### src/rtl/redir_pkg.sv
package redir_pkg;

    localparam int XLEN    = 64;
    localparam int VEC_W   = 12;
    localparam int CAUSE_W = 4;

    typedef enum logic [1:0] {
        ST_RUN    = 2'd0,
        ST_STEER  = 2'd1,
        ST_VECTOR = 2'd2
    } redir_state_e;

    typedef struct packed {
        logic virt;
        logic priv;
        logic big_end;
        logic narrow;
    } fetch_mode_t;

    localparam logic [CAUSE_W-1:0] CS_PROGRAM = 4'd0;
    localparam logic [CAUSE_W-1:0] CS_FPU_OFF = 4'd1;
    localparam logic [CAUSE_W-1:0] CS_SYSCALL = 4'd2;
    localparam logic [CAUSE_W-1:0] CS_TRACE   = 4'd3;
    localparam logic [CAUSE_W-1:0] CS_ALIGN   = 4'd4;
    localparam logic [CAUSE_W-1:0] CS_DSTORE  = 4'd5;
    localparam logic [CAUSE_W-1:0] CS_DSEG    = 4'd6;
    localparam logic [CAUSE_W-1:0] CS_ISTORE  = 4'd7;
    localparam logic [CAUSE_W-1:0] CS_ISEG    = 4'd8;

    localparam logic [VEC_W-1:0] VEC_DEC = 12'h900;
    localparam logic [VEC_W-1:0] VEC_EXT = 12'h500;

    function automatic logic [VEC_W-1:0] cause_vector(input logic [CAUSE_W-1:0] c);
        logic [VEC_W-1:0] v;
        unique case (c)
            CS_FPU_OFF: v = 12'h800;
            CS_SYSCALL: v = 12'hC00;
            CS_TRACE:   v = 12'hD00;
            CS_ALIGN:   v = 12'h600;
            CS_DSTORE:  v = 12'h300;
            CS_DSEG:    v = 12'h380;
            CS_ISTORE:  v = 12'h400;
            CS_ISEG:    v = 12'h480;
            default:    v = 12'h700;
        endcase
        return v;
    endfunction

    function automatic fetch_mode_t mode_of(input logic ir, input logic pr,
                                            input logic le, input logic sf,
                                            input logic returning);
        fetch_mode_t m;
        m.virt    = ir | (returning & pr);
        m.priv    = ~pr;
        m.big_end = ~le;
        m.narrow  = ~sf;
        return m;
    endfunction

    localparam fetch_mode_t MODE_TRAP = '{virt: 1'b0, priv: 1'b1, big_end: 1'b0, narrow: 1'b0};

endpackage

### src/rtl/redir_arbiter.sv
module redir_arbiter
    import redir_pkg::*;
#(
    parameter int AW = XLEN,
    parameter int VW = VEC_W,
    parameter int CW = CAUSE_W
) (
    input  logic          op_valid,
    input  logic          cur_ir,
    input  logic          cur_pr,
    input  logic          cur_le,
    input  logic          cur_sf,
    input  logic          cur_ee,
    input  logic          br_resolve,
    input  logic          br_taken,
    input  logic          br_pred_taken,
    input  logic          br_abs,
    input  logic [AW-1:0] br_operand,
    input  logic          csync_req,
    input  logic          rfi_req,
    input  logic [AW-1:0] rfi_addr,
    input  logic          rfi_ir,
    input  logic          rfi_pr,
    input  logic          rfi_le,
    input  logic          rfi_sf,
    input  logic          dec_top,
    input  logic          ext_irq,
    input  logic          exc_req,
    input  logic [CW-1:0] exc_cause,
    output redir_state_e  nxt_state,
    output logic          nxt_abs,
    output logic [VW-1:0] nxt_vector,
    output logic [AW-1:0] nxt_offset,
    output fetch_mode_t   nxt_mode
);
    localparam logic [AW-1:0] STEP = AW'(4);

    logic async_hit;
    logic mispredict;

    assign async_hit  = cur_ee & (dec_top | ext_irq);
    assign mispredict = op_valid & br_resolve & (br_taken != br_pred_taken);

    always_comb begin
        nxt_state  = ST_RUN;
        nxt_abs    = 1'b0;
        nxt_vector = '0;
        nxt_offset = '0;
        nxt_mode   = mode_of(cur_ir, cur_pr, cur_le, cur_sf, 1'b0);
        if (exc_req) begin
            nxt_state  = ST_VECTOR;
            nxt_vector = VW'(cause_vector(CAUSE_W'(exc_cause)));
        end else if (async_hit) begin
            nxt_state  = ST_VECTOR;
            nxt_vector = dec_top ? VW'(VEC_DEC) : VW'(VEC_EXT);
        end else if (op_valid && rfi_req) begin
            nxt_state  = ST_STEER;
            nxt_abs    = 1'b1;
            nxt_offset = rfi_addr;
            nxt_mode   = mode_of(rfi_ir, rfi_pr, rfi_le, rfi_sf, 1'b1);
        end else if (op_valid && csync_req) begin
            nxt_state  = ST_STEER;
            nxt_offset = STEP;
        end else if (mispredict) begin
            nxt_state = ST_STEER;
            if (br_pred_taken) begin
                nxt_offset = STEP;
            end else begin
                nxt_offset = br_operand;
                nxt_abs    = br_abs;
            end
        end
    end

endmodule

### src/rtl/redir_state_reg.sv
module redir_state_reg
    import redir_pkg::*;
#(
    parameter int AW = XLEN,
    parameter int VW = VEC_W
) (
    input  logic          clk,
    input  logic          rst_n,
    input  logic          op_valid,
    input  logic [AW-1:0] cur_nia,
    input  redir_state_e  nxt_state,
    input  logic          nxt_abs,
    input  logic [VW-1:0] nxt_vector,
    input  logic [AW-1:0] nxt_offset,
    input  fetch_mode_t   nxt_mode,
    output redir_state_e  state_q,
    output logic          abs_q,
    output logic [VW-1:0] vector_q,
    output logic [AW-1:0] offset_q,
    output fetch_mode_t   mode_q,
    output logic [AW-1:0] last_q,
    output logic          busy_q,
    output logic          valid_q
);
    always_ff @(posedge clk) begin
        if (!rst_n) state_q <= ST_RUN;
        else        state_q <= nxt_state;
    end

    always_ff @(posedge clk) begin
        if (!rst_n) begin
            abs_q    <= 1'b0;
            vector_q <= '0;
            offset_q <= '0;
            mode_q   <= '0;
            last_q   <= '0;
            busy_q   <= 1'b0;
            valid_q  <= 1'b0;
        end else begin
            abs_q    <= nxt_abs;
            vector_q <= nxt_vector;
            offset_q <= nxt_offset;
            mode_q   <= nxt_mode;
            if (op_valid) last_q <= cur_nia;
            busy_q   <= (nxt_state != ST_RUN);
            valid_q  <= op_valid & (nxt_state == ST_RUN);
        end
    end

    // the state never holds a redirect without a fresh request.
    assert_steer_needs_req_R11: assert property (@(posedge clk) disable iff (!rst_n)
        (nxt_state == ST_RUN) |=> (state_q == ST_RUN) && !busy_q);

endmodule

### src/rtl/redir_target.sv
module redir_target
    import redir_pkg::*;
#(
    parameter int AW = XLEN,
    parameter int VW = VEC_W
) (
    input  redir_state_e  state_q,
    input  logic          abs_q,
    input  logic [VW-1:0] vector_q,
    input  logic [AW-1:0] offset_q,
    input  fetch_mode_t   mode_q,
    input  logic [AW-1:0] last_q,
    output logic          redirect,
    output logic [AW-1:0] addr,
    output fetch_mode_t   mode
);
    logic [AW-1:0] rel_sum;

    assign rel_sum = last_q + offset_q;

    always_comb begin
        unique case (state_q)
            ST_VECTOR: begin
                redirect = 1'b1;
                addr     = AW'(vector_q);
                mode     = MODE_TRAP;
            end
            ST_STEER: begin
                redirect = 1'b1;
                addr     = abs_q ? offset_q : rel_sum;
                mode     = mode_q;
            end
            default: begin
                redirect = 1'b0;
                addr     = abs_q ? offset_q : rel_sum;
                mode     = mode_q;
            end
        endcase
    end

endmodule

### src/rtl/fetch_redirect_gen.sv
module fetch_redirect_gen
    import redir_pkg::*;
#(
    parameter int AW = XLEN,
    parameter int VW = VEC_W,
    parameter int CW = CAUSE_W
) (
    input  logic          clk,
    input  logic          rst_n,
    input  logic          op_valid,
    input  logic [AW-1:0] cur_nia,
    input  logic          cur_ir,
    input  logic          cur_pr,
    input  logic          cur_le,
    input  logic          cur_sf,
    input  logic          cur_ee,
    input  logic          br_resolve,
    input  logic          br_taken,
    input  logic          br_pred_taken,
    input  logic          br_abs,
    input  logic [AW-1:0] br_operand,
    input  logic          csync_req,
    input  logic          rfi_req,
    input  logic [AW-1:0] rfi_addr,
    input  logic          rfi_ir,
    input  logic          rfi_pr,
    input  logic          rfi_le,
    input  logic          rfi_sf,
    input  logic          dec_top,
    input  logic          ext_irq,
    input  logic          exc_req,
    input  logic [CW-1:0] exc_cause,
    output logic          fetch_redirect,
    output logic [AW-1:0] fetch_addr,
    output logic          fetch_virt,
    output logic          fetch_priv,
    output logic          fetch_big_end,
    output logic          fetch_narrow,
    output logic          busy,
    output logic          valid_out
);
    redir_state_e  nxt_state, state_q;
    logic          nxt_abs, abs_q;
    logic [VW-1:0] nxt_vector, vector_q;
    logic [AW-1:0] nxt_offset, offset_q, last_q;
    fetch_mode_t   nxt_mode, mode_q, mode_out;

    redir_arbiter #(.AW(AW), .VW(VW), .CW(CW)) u_arb (
        .op_valid(op_valid), .cur_ir(cur_ir), .cur_pr(cur_pr), .cur_le(cur_le),
        .cur_sf(cur_sf), .cur_ee(cur_ee), .br_resolve(br_resolve),
        .br_taken(br_taken), .br_pred_taken(br_pred_taken), .br_abs(br_abs),
        .br_operand(br_operand), .csync_req(csync_req), .rfi_req(rfi_req),
        .rfi_addr(rfi_addr), .rfi_ir(rfi_ir), .rfi_pr(rfi_pr), .rfi_le(rfi_le),
        .rfi_sf(rfi_sf), .dec_top(dec_top), .ext_irq(ext_irq),
        .exc_req(exc_req), .exc_cause(exc_cause),
        .nxt_state(nxt_state), .nxt_abs(nxt_abs), .nxt_vector(nxt_vector),
        .nxt_offset(nxt_offset), .nxt_mode(nxt_mode)
    );

    redir_state_reg #(.AW(AW), .VW(VW)) u_state (
        .clk(clk), .rst_n(rst_n), .op_valid(op_valid), .cur_nia(cur_nia),
        .nxt_state(nxt_state), .nxt_abs(nxt_abs), .nxt_vector(nxt_vector),
        .nxt_offset(nxt_offset), .nxt_mode(nxt_mode),
        .state_q(state_q), .abs_q(abs_q), .vector_q(vector_q),
        .offset_q(offset_q), .mode_q(mode_q), .last_q(last_q),
        .busy_q(busy), .valid_q(valid_out)
    );

    redir_target #(.AW(AW), .VW(VW)) u_tgt (
        .state_q(state_q), .abs_q(abs_q), .vector_q(vector_q),
        .offset_q(offset_q), .mode_q(mode_q), .last_q(last_q),
        .redirect(fetch_redirect), .addr(fetch_addr), .mode(mode_out)
    );

    assign fetch_virt    = mode_out.virt;
    assign fetch_priv    = mode_out.priv;
    assign fetch_big_end = mode_out.big_end;
    assign fetch_narrow  = mode_out.narrow;

    logic async_pend;
    assign async_pend = cur_ee & (dec_top | ext_irq);

    assert_exc_wins_R10: assert property (@(posedge clk) disable iff (!rst_n)
        exc_req |=> fetch_redirect && (fetch_addr >> VW) == '0 && fetch_priv && !fetch_virt);

    assert_ee_gate_R9: assert property (@(posedge clk) disable iff (!rst_n)
        (!cur_ee && !exc_req && !(op_valid && (rfi_req || csync_req || br_resolve)))
        |=> !fetch_redirect);

    assert_squash_R11: assert property (@(posedge clk) disable iff (!rst_n)
        fetch_redirect |-> busy && !valid_out);

    assert_csync_target_R5: assert property (@(posedge clk) disable iff (!rst_n)
        (op_valid && csync_req && !rfi_req && !exc_req && !async_pend)
        |=> fetch_redirect && fetch_addr == $past(cur_nia) + AW'(4));

    assert_abs_target_R3: assert property (@(posedge clk) disable iff (!rst_n)
        (op_valid && br_resolve && br_taken && !br_pred_taken && br_abs &&
         !csync_req && !rfi_req && !exc_req && !async_pend)
        |=> fetch_redirect && fetch_addr == $past(br_operand));

endmodule

### config.mk
export PLATFORM = sky130hd
export DESIGN_NAME = fetch_redirect_gen
export DESIGN_NICKNAME = d
export VERILOG_FILES = /design/src/rtl/redir_pkg.sv /design/src/rtl/redir_arbiter.sv /design/src/rtl/redir_state_reg.sv /design/src/rtl/redir_target.sv /design/src/rtl/fetch_redirect_gen.sv
export SDC_FILE = /design/constraint.sdc
export NUM_CORES = 1
export LEC_CHECK = 0
export BUFFER_PORTS_ARGS = -buffer_cell sky130_fd_sc_hd__buf_4
export CORE_ASPECT_RATIO = 1.4
export CORE_MARGIN = 2
export CORE_UTILIZATION = 35
export DETAILED_ROUTE_END_ITERATION = 6
export PLACE_DENSITY = 0.67
export REMOVE_ABC_BUFFERS = 1
export SYNTH_ARGS = -nofsm -noshare
export SYNTH_HDL_FRONTEND = slang
export SYNTH_SLANG_ARGS = --single-unit
export TNS_END_PERCENT = 5
### constraint.sdc
create_clock -name clk -period 3.9 [get_ports clk]
set_input_delay 0.39 -clock clk [delete_from_list [all_inputs] [get_ports clk]]
set_output_delay 0.39 -clock clk [all_outputs]
set_load 0.005 [all_outputs]
==> impl_metrics.env <==
export IMPL_drv_slew=0
export IMPL_grt_usage_pct=21.2
export IMPL_place_congestion=0.872
export IMPL_worst_skew_pair_late_latency_ps=420
export IMPL_cap_violations=0
export IMPL_skew_ps=0
export IMPL_cts_tree="done"
export IMPL_clock_power_share_pct=43.0
export IMPL_ios=288
export IMPL_synth_area_um2=9910
export IMPL_outcome="finished clean"
export IMPL_fmax_ghz=0.260
export IMPL_rsz0062_at_grt="true"
export IMPL_first_iter_violations=474
export IMPL_wire_per_inst_um=17.4
export IMPL_min_path_type="primary input to flip-flop"
export IMPL_crit_required_ps=3510
export IMPL_syn_avg_cell_area_um2=8.06
export IMPL_critPathKind="flip-flop to output port"
export IMPL_grt_max_degree=75
export IMPL_synth_seq_cells=142
export IMPL_power_share_combinational_pct=18.4
export IMPL_worstPathMaxFanout=4
export IMPL_synthMuxAreaShare_pct=8.21
export IMPL_hold_viol_final=0
export IMPL_numPortBuffers=287
export IMPL_cpPeakStageDelay_ps=390
export IMPL_drc=0
export IMPL_synthAdderAreaFrac_pct=8.79
export IMPL_hpwl_um=24800
export IMPL_clock_path_buffers=2
export IMPL_areaGrowthSynthToFinish_pct=32.8
export IMPL_worst_pin_slew_ps=720
export IMPL_path_clk_slew_ps=60
export IMPL_synth_edff_count=0
export IMPL_period_needed_ps=3850
export IMPL_drtPass1Iterations=4
export IMPL_place_ws_ps=239
export IMPL_p_seq_share_pct=38.5
export IMPL_drt_total_wl_um=32400
export IMPL_placementRows=72
export IMPL_synthFlopType="dfxtp_1"
export IMPL_die_area_um2=29700
export IMPL_grt_antenna_before_repair=1
export IMPL_layout_drive_gt1_share_pct=27.9
export IMPL_slowest_stage="fa_2"
export IMPL_setup_ws_ps=47.6
export IMPL_synthCells=1229
export IMPL_grt_pass1_wl_um=50500
export IMPL_relSlewSlack_pct=51.9
export IMPL_synth_compound_area_share_pct=24.1
export IMPL_leakage_nw=5.81
export IMPL_path_cells="ha_2 -> fa_2 -> a21o_4 -> a221oi_4 -> or3_4 -> nand3_4 -> a21oi_4 -> o31ai_4 -> a31o_2 -> a31oi_4 -> nor4_1 -> a221o_1 -> buf_4"
export IMPL_synth_xor_area_share_pct=4.68
export IMPL_via_count=9768
export IMPL_swShare_pct=26.1
export IMPL_cts_root_buf="clkbuf_16"
export IMPL_cts_sinks=142
export IMPL_netSwitchingPower_mw=1.04
export IMPL_async_reset_ff_share_pct=0
export IMPL_start_kind="flip-flop"
export IMPL_ys_warn_count=0
export IMPL_dieWidth_um=146
export IMPL_via_per_inst=5.26
export IMPL_grt_overflow=0
export IMPL_power_internal_mw=2.96
export IMPL_path_buf_inv=1
export IMPL_die_h_um=203
export IMPL_fin_cells=1856
export IMPL_critPathCaptureType="output port"
export IMPL_htree_levels=4
export IMPL_yosysUniqueCellTypes=82
export IMPL_arrival_ps=3460
export IMPL_synth_yosys_seq_area_share_pct=28.7
export IMPL_synth_top_family_by_area="compound AO/OA/AOI/OAI gates"
export IMPL_setup_viol=0
export IMPL_yosys_area_share_simple_pct=21.0
export IMPL_antenna_left=0
export IMPL_dp_cells=1821
export IMPL_core_area_um2=27700
export IMPL_fin_nets=1760
export IMPL_initial_core_util_pct=35.7
export IMPL_cts_made_buffers=17
export IMPL_period_share_pct=98.8
export IMPL_grt_pass1_vias=9859
export IMPL_cp_top_family="compound AO/OA/AOI/OAI gates"
export IMPL_ir_drop_uv=246
export IMPL_power_density_nw_per_um2=304
[power by group through the flow]
stage / Clock, mW / Combinational, mW / Sequential (mW)
5_1_grt: 1.81 / 0.814 / 1.55
6_report: 1.72 / 0.738 / 1.54
2_1_floorplan: 0 / 0.354 / 1.56
3_5_place_dp: 0 / 0.734 / 1.57
4_1_cts: 1.75 / 0.739 / 1.54
3_3_place_gp: 0 / 0.727 / 1.57
[worst register-to-register path, cell delays in order (launching register included)]
cell	delay, ps
dfxtp_1	380
mux2i_1	90
nor2b_1	130
[per-layer routing]
metal | vias to the layer above | global-route usage, % | wire length, um
met2 | 242 | 39.8 | 16900
met3 | 42 | 4.07 | 1450
li1 | 4904 | - | -
met5 | - | 0 | 0
met1 | 4580 | 24.0 | 13300
met4 | 0 | 7.18 | 706
[placed cells by master (no fill, tap or decap), drive strengths merged, types with 10 or more instances in the layout]
cell and instances:
buf 306, ha 68, a22oi 65, nor2 160, o21ai 64, nand4 20, xnor2 25, a31oi 10
inv 26, xor2 28, a21oi 110, clkbuf 20, o21a 11, a21o 27, a22o 10, nor2b 79
nand3 12, dfxtp 142, o21bai 17, nand2 72, nor3 24, mux2i 73
[registers in the layout, indices dropped and copies added (netlist names)]
| signal | flops |
|---|---|
| u_state.abs_q | 1 |
| u_state.busy_q | 1 |
| u_state.last_q | 64 |
| u_state.mode_q | 4 |
| u_state.offset_q | 64 |
| u_state.state_q | 2 |
| u_state.valid_q | 1 |
| u_state.vector_q | 5 |
[cell usage after synthesis (3+ instances only)]
cell      count  area (um2)
a211oi_1      3        22.5
a21boi_0      4        30.0
a21o_1       23         173
a21o_2        4        35.0
a21oi_1     108         541
a221o_1       8        80.1
a22o_1       10        87.6
a22oi_1      65         488
a31oi_1       9        56.3
and2_1        6        37.5
and3_1        9        56.3
and4_1        3        26.3
buf_1         9        33.8
buf_2         3        15.0
clkbuf_1     62         233
dfxtp_1     142        2840
ha_1         68         851
inv_1        26        97.6
mux2_2        6        67.6
mux2i_1      73         731
nand2_1      72         270
nand2b_1      4        25.0
nand3_1      11        55.1
nand3b_1      3        22.5
nand4_1      20         125
nor2_1      160         601
nor2b_1      79         494
nor3_1       21         105
nor3b_1       6        45.0
nor4_1        5        31.3
o211ai_1      3        22.5
o21a_1       11        82.6
o21ai_0      49         245
o21ai_1      14        70.1
o21bai_1     17         128
o31ai_1       5        37.5
or3_1         3        18.8
xnor2_1      25         219
xor2_1       28         245
[worst paths after layout]
path	start	to	slack (ps)	cells past startpoint
max	u_state.last_q[0]$_SDFFE_PN0P_	fetch_addr[50]	50	13
min	br_operand[46]	u_state.offset_q[46]$_SDFF_PP0_	190	3
max reg2reg	u_state.last_q[45]$_SDFFE_PN0P_	u_state.last_q[45]$_SDFFE_PN0P_	3240	2
min reg2reg	u_state.last_q[2]$_SDFFE_PN0P_	u_state.last_q[2]$_SDFFE_PN0P_	520	2
[kinds of logic (layout without fill, tap and decap cells)]
| group | Yosys count | count (layout) |
|---|---|---|
| other cells | 0 | 1 |
| compound gates | 358 | 358 |
| flops | 142 | 142 |
| buf+inv | 106 | 362 |
| simple gates | 421 | 421 |
| fa+ha+maj | 69 | 69 |
| mux | 80 | 80 |
| xor+xnor | 53 | 53 |
[repair_timing]
action | CTS | global route
hold buffers | 0 | 0
endpoints found under the setup margin | 16 | 28
resized for setup | 12 | 33
pin swaps | 11 | 9
endpoints found under the hold margin | 0 | 0
buffers inserted | 2 | 2
[metrics by stage]
| stage | cell area (um2) | utilization [%] | hold slack, ps | setup TNS (ps) | total power [mW] |
|---|---|---|---|---|---|
| floorplan | 9560 | - | 487 | -15810 | 1.92 |
| global placement | 12300 | 44.3 | 500 | 0 | 2.30 |
| detailed placement | 12300 | 44.3 | 510 | 0 | 2.31 |
| CTS | 13000 | 46.8 | 183 | -31.7 | 4.03 |
| global route | 13200 | 47.4 | 198 | -353 | 4.17 |
| finish | 13200 | 47.4 | 192 | 0 | 4.00 |
[cell type report]
class | instances | area, um2
repair buffers | 306 | 2300
fillers | 2844 | 14600
clock inverters | 10 | 136
well taps | 370 | 463
clock buffers | 20 | 478
inverters | 26 | 97.6
flip-flops and latches | 142 | 2850
diodes | 1 | 2.50
multi-input cells | 981 | 6840
(Power assumes the default switching activity.)
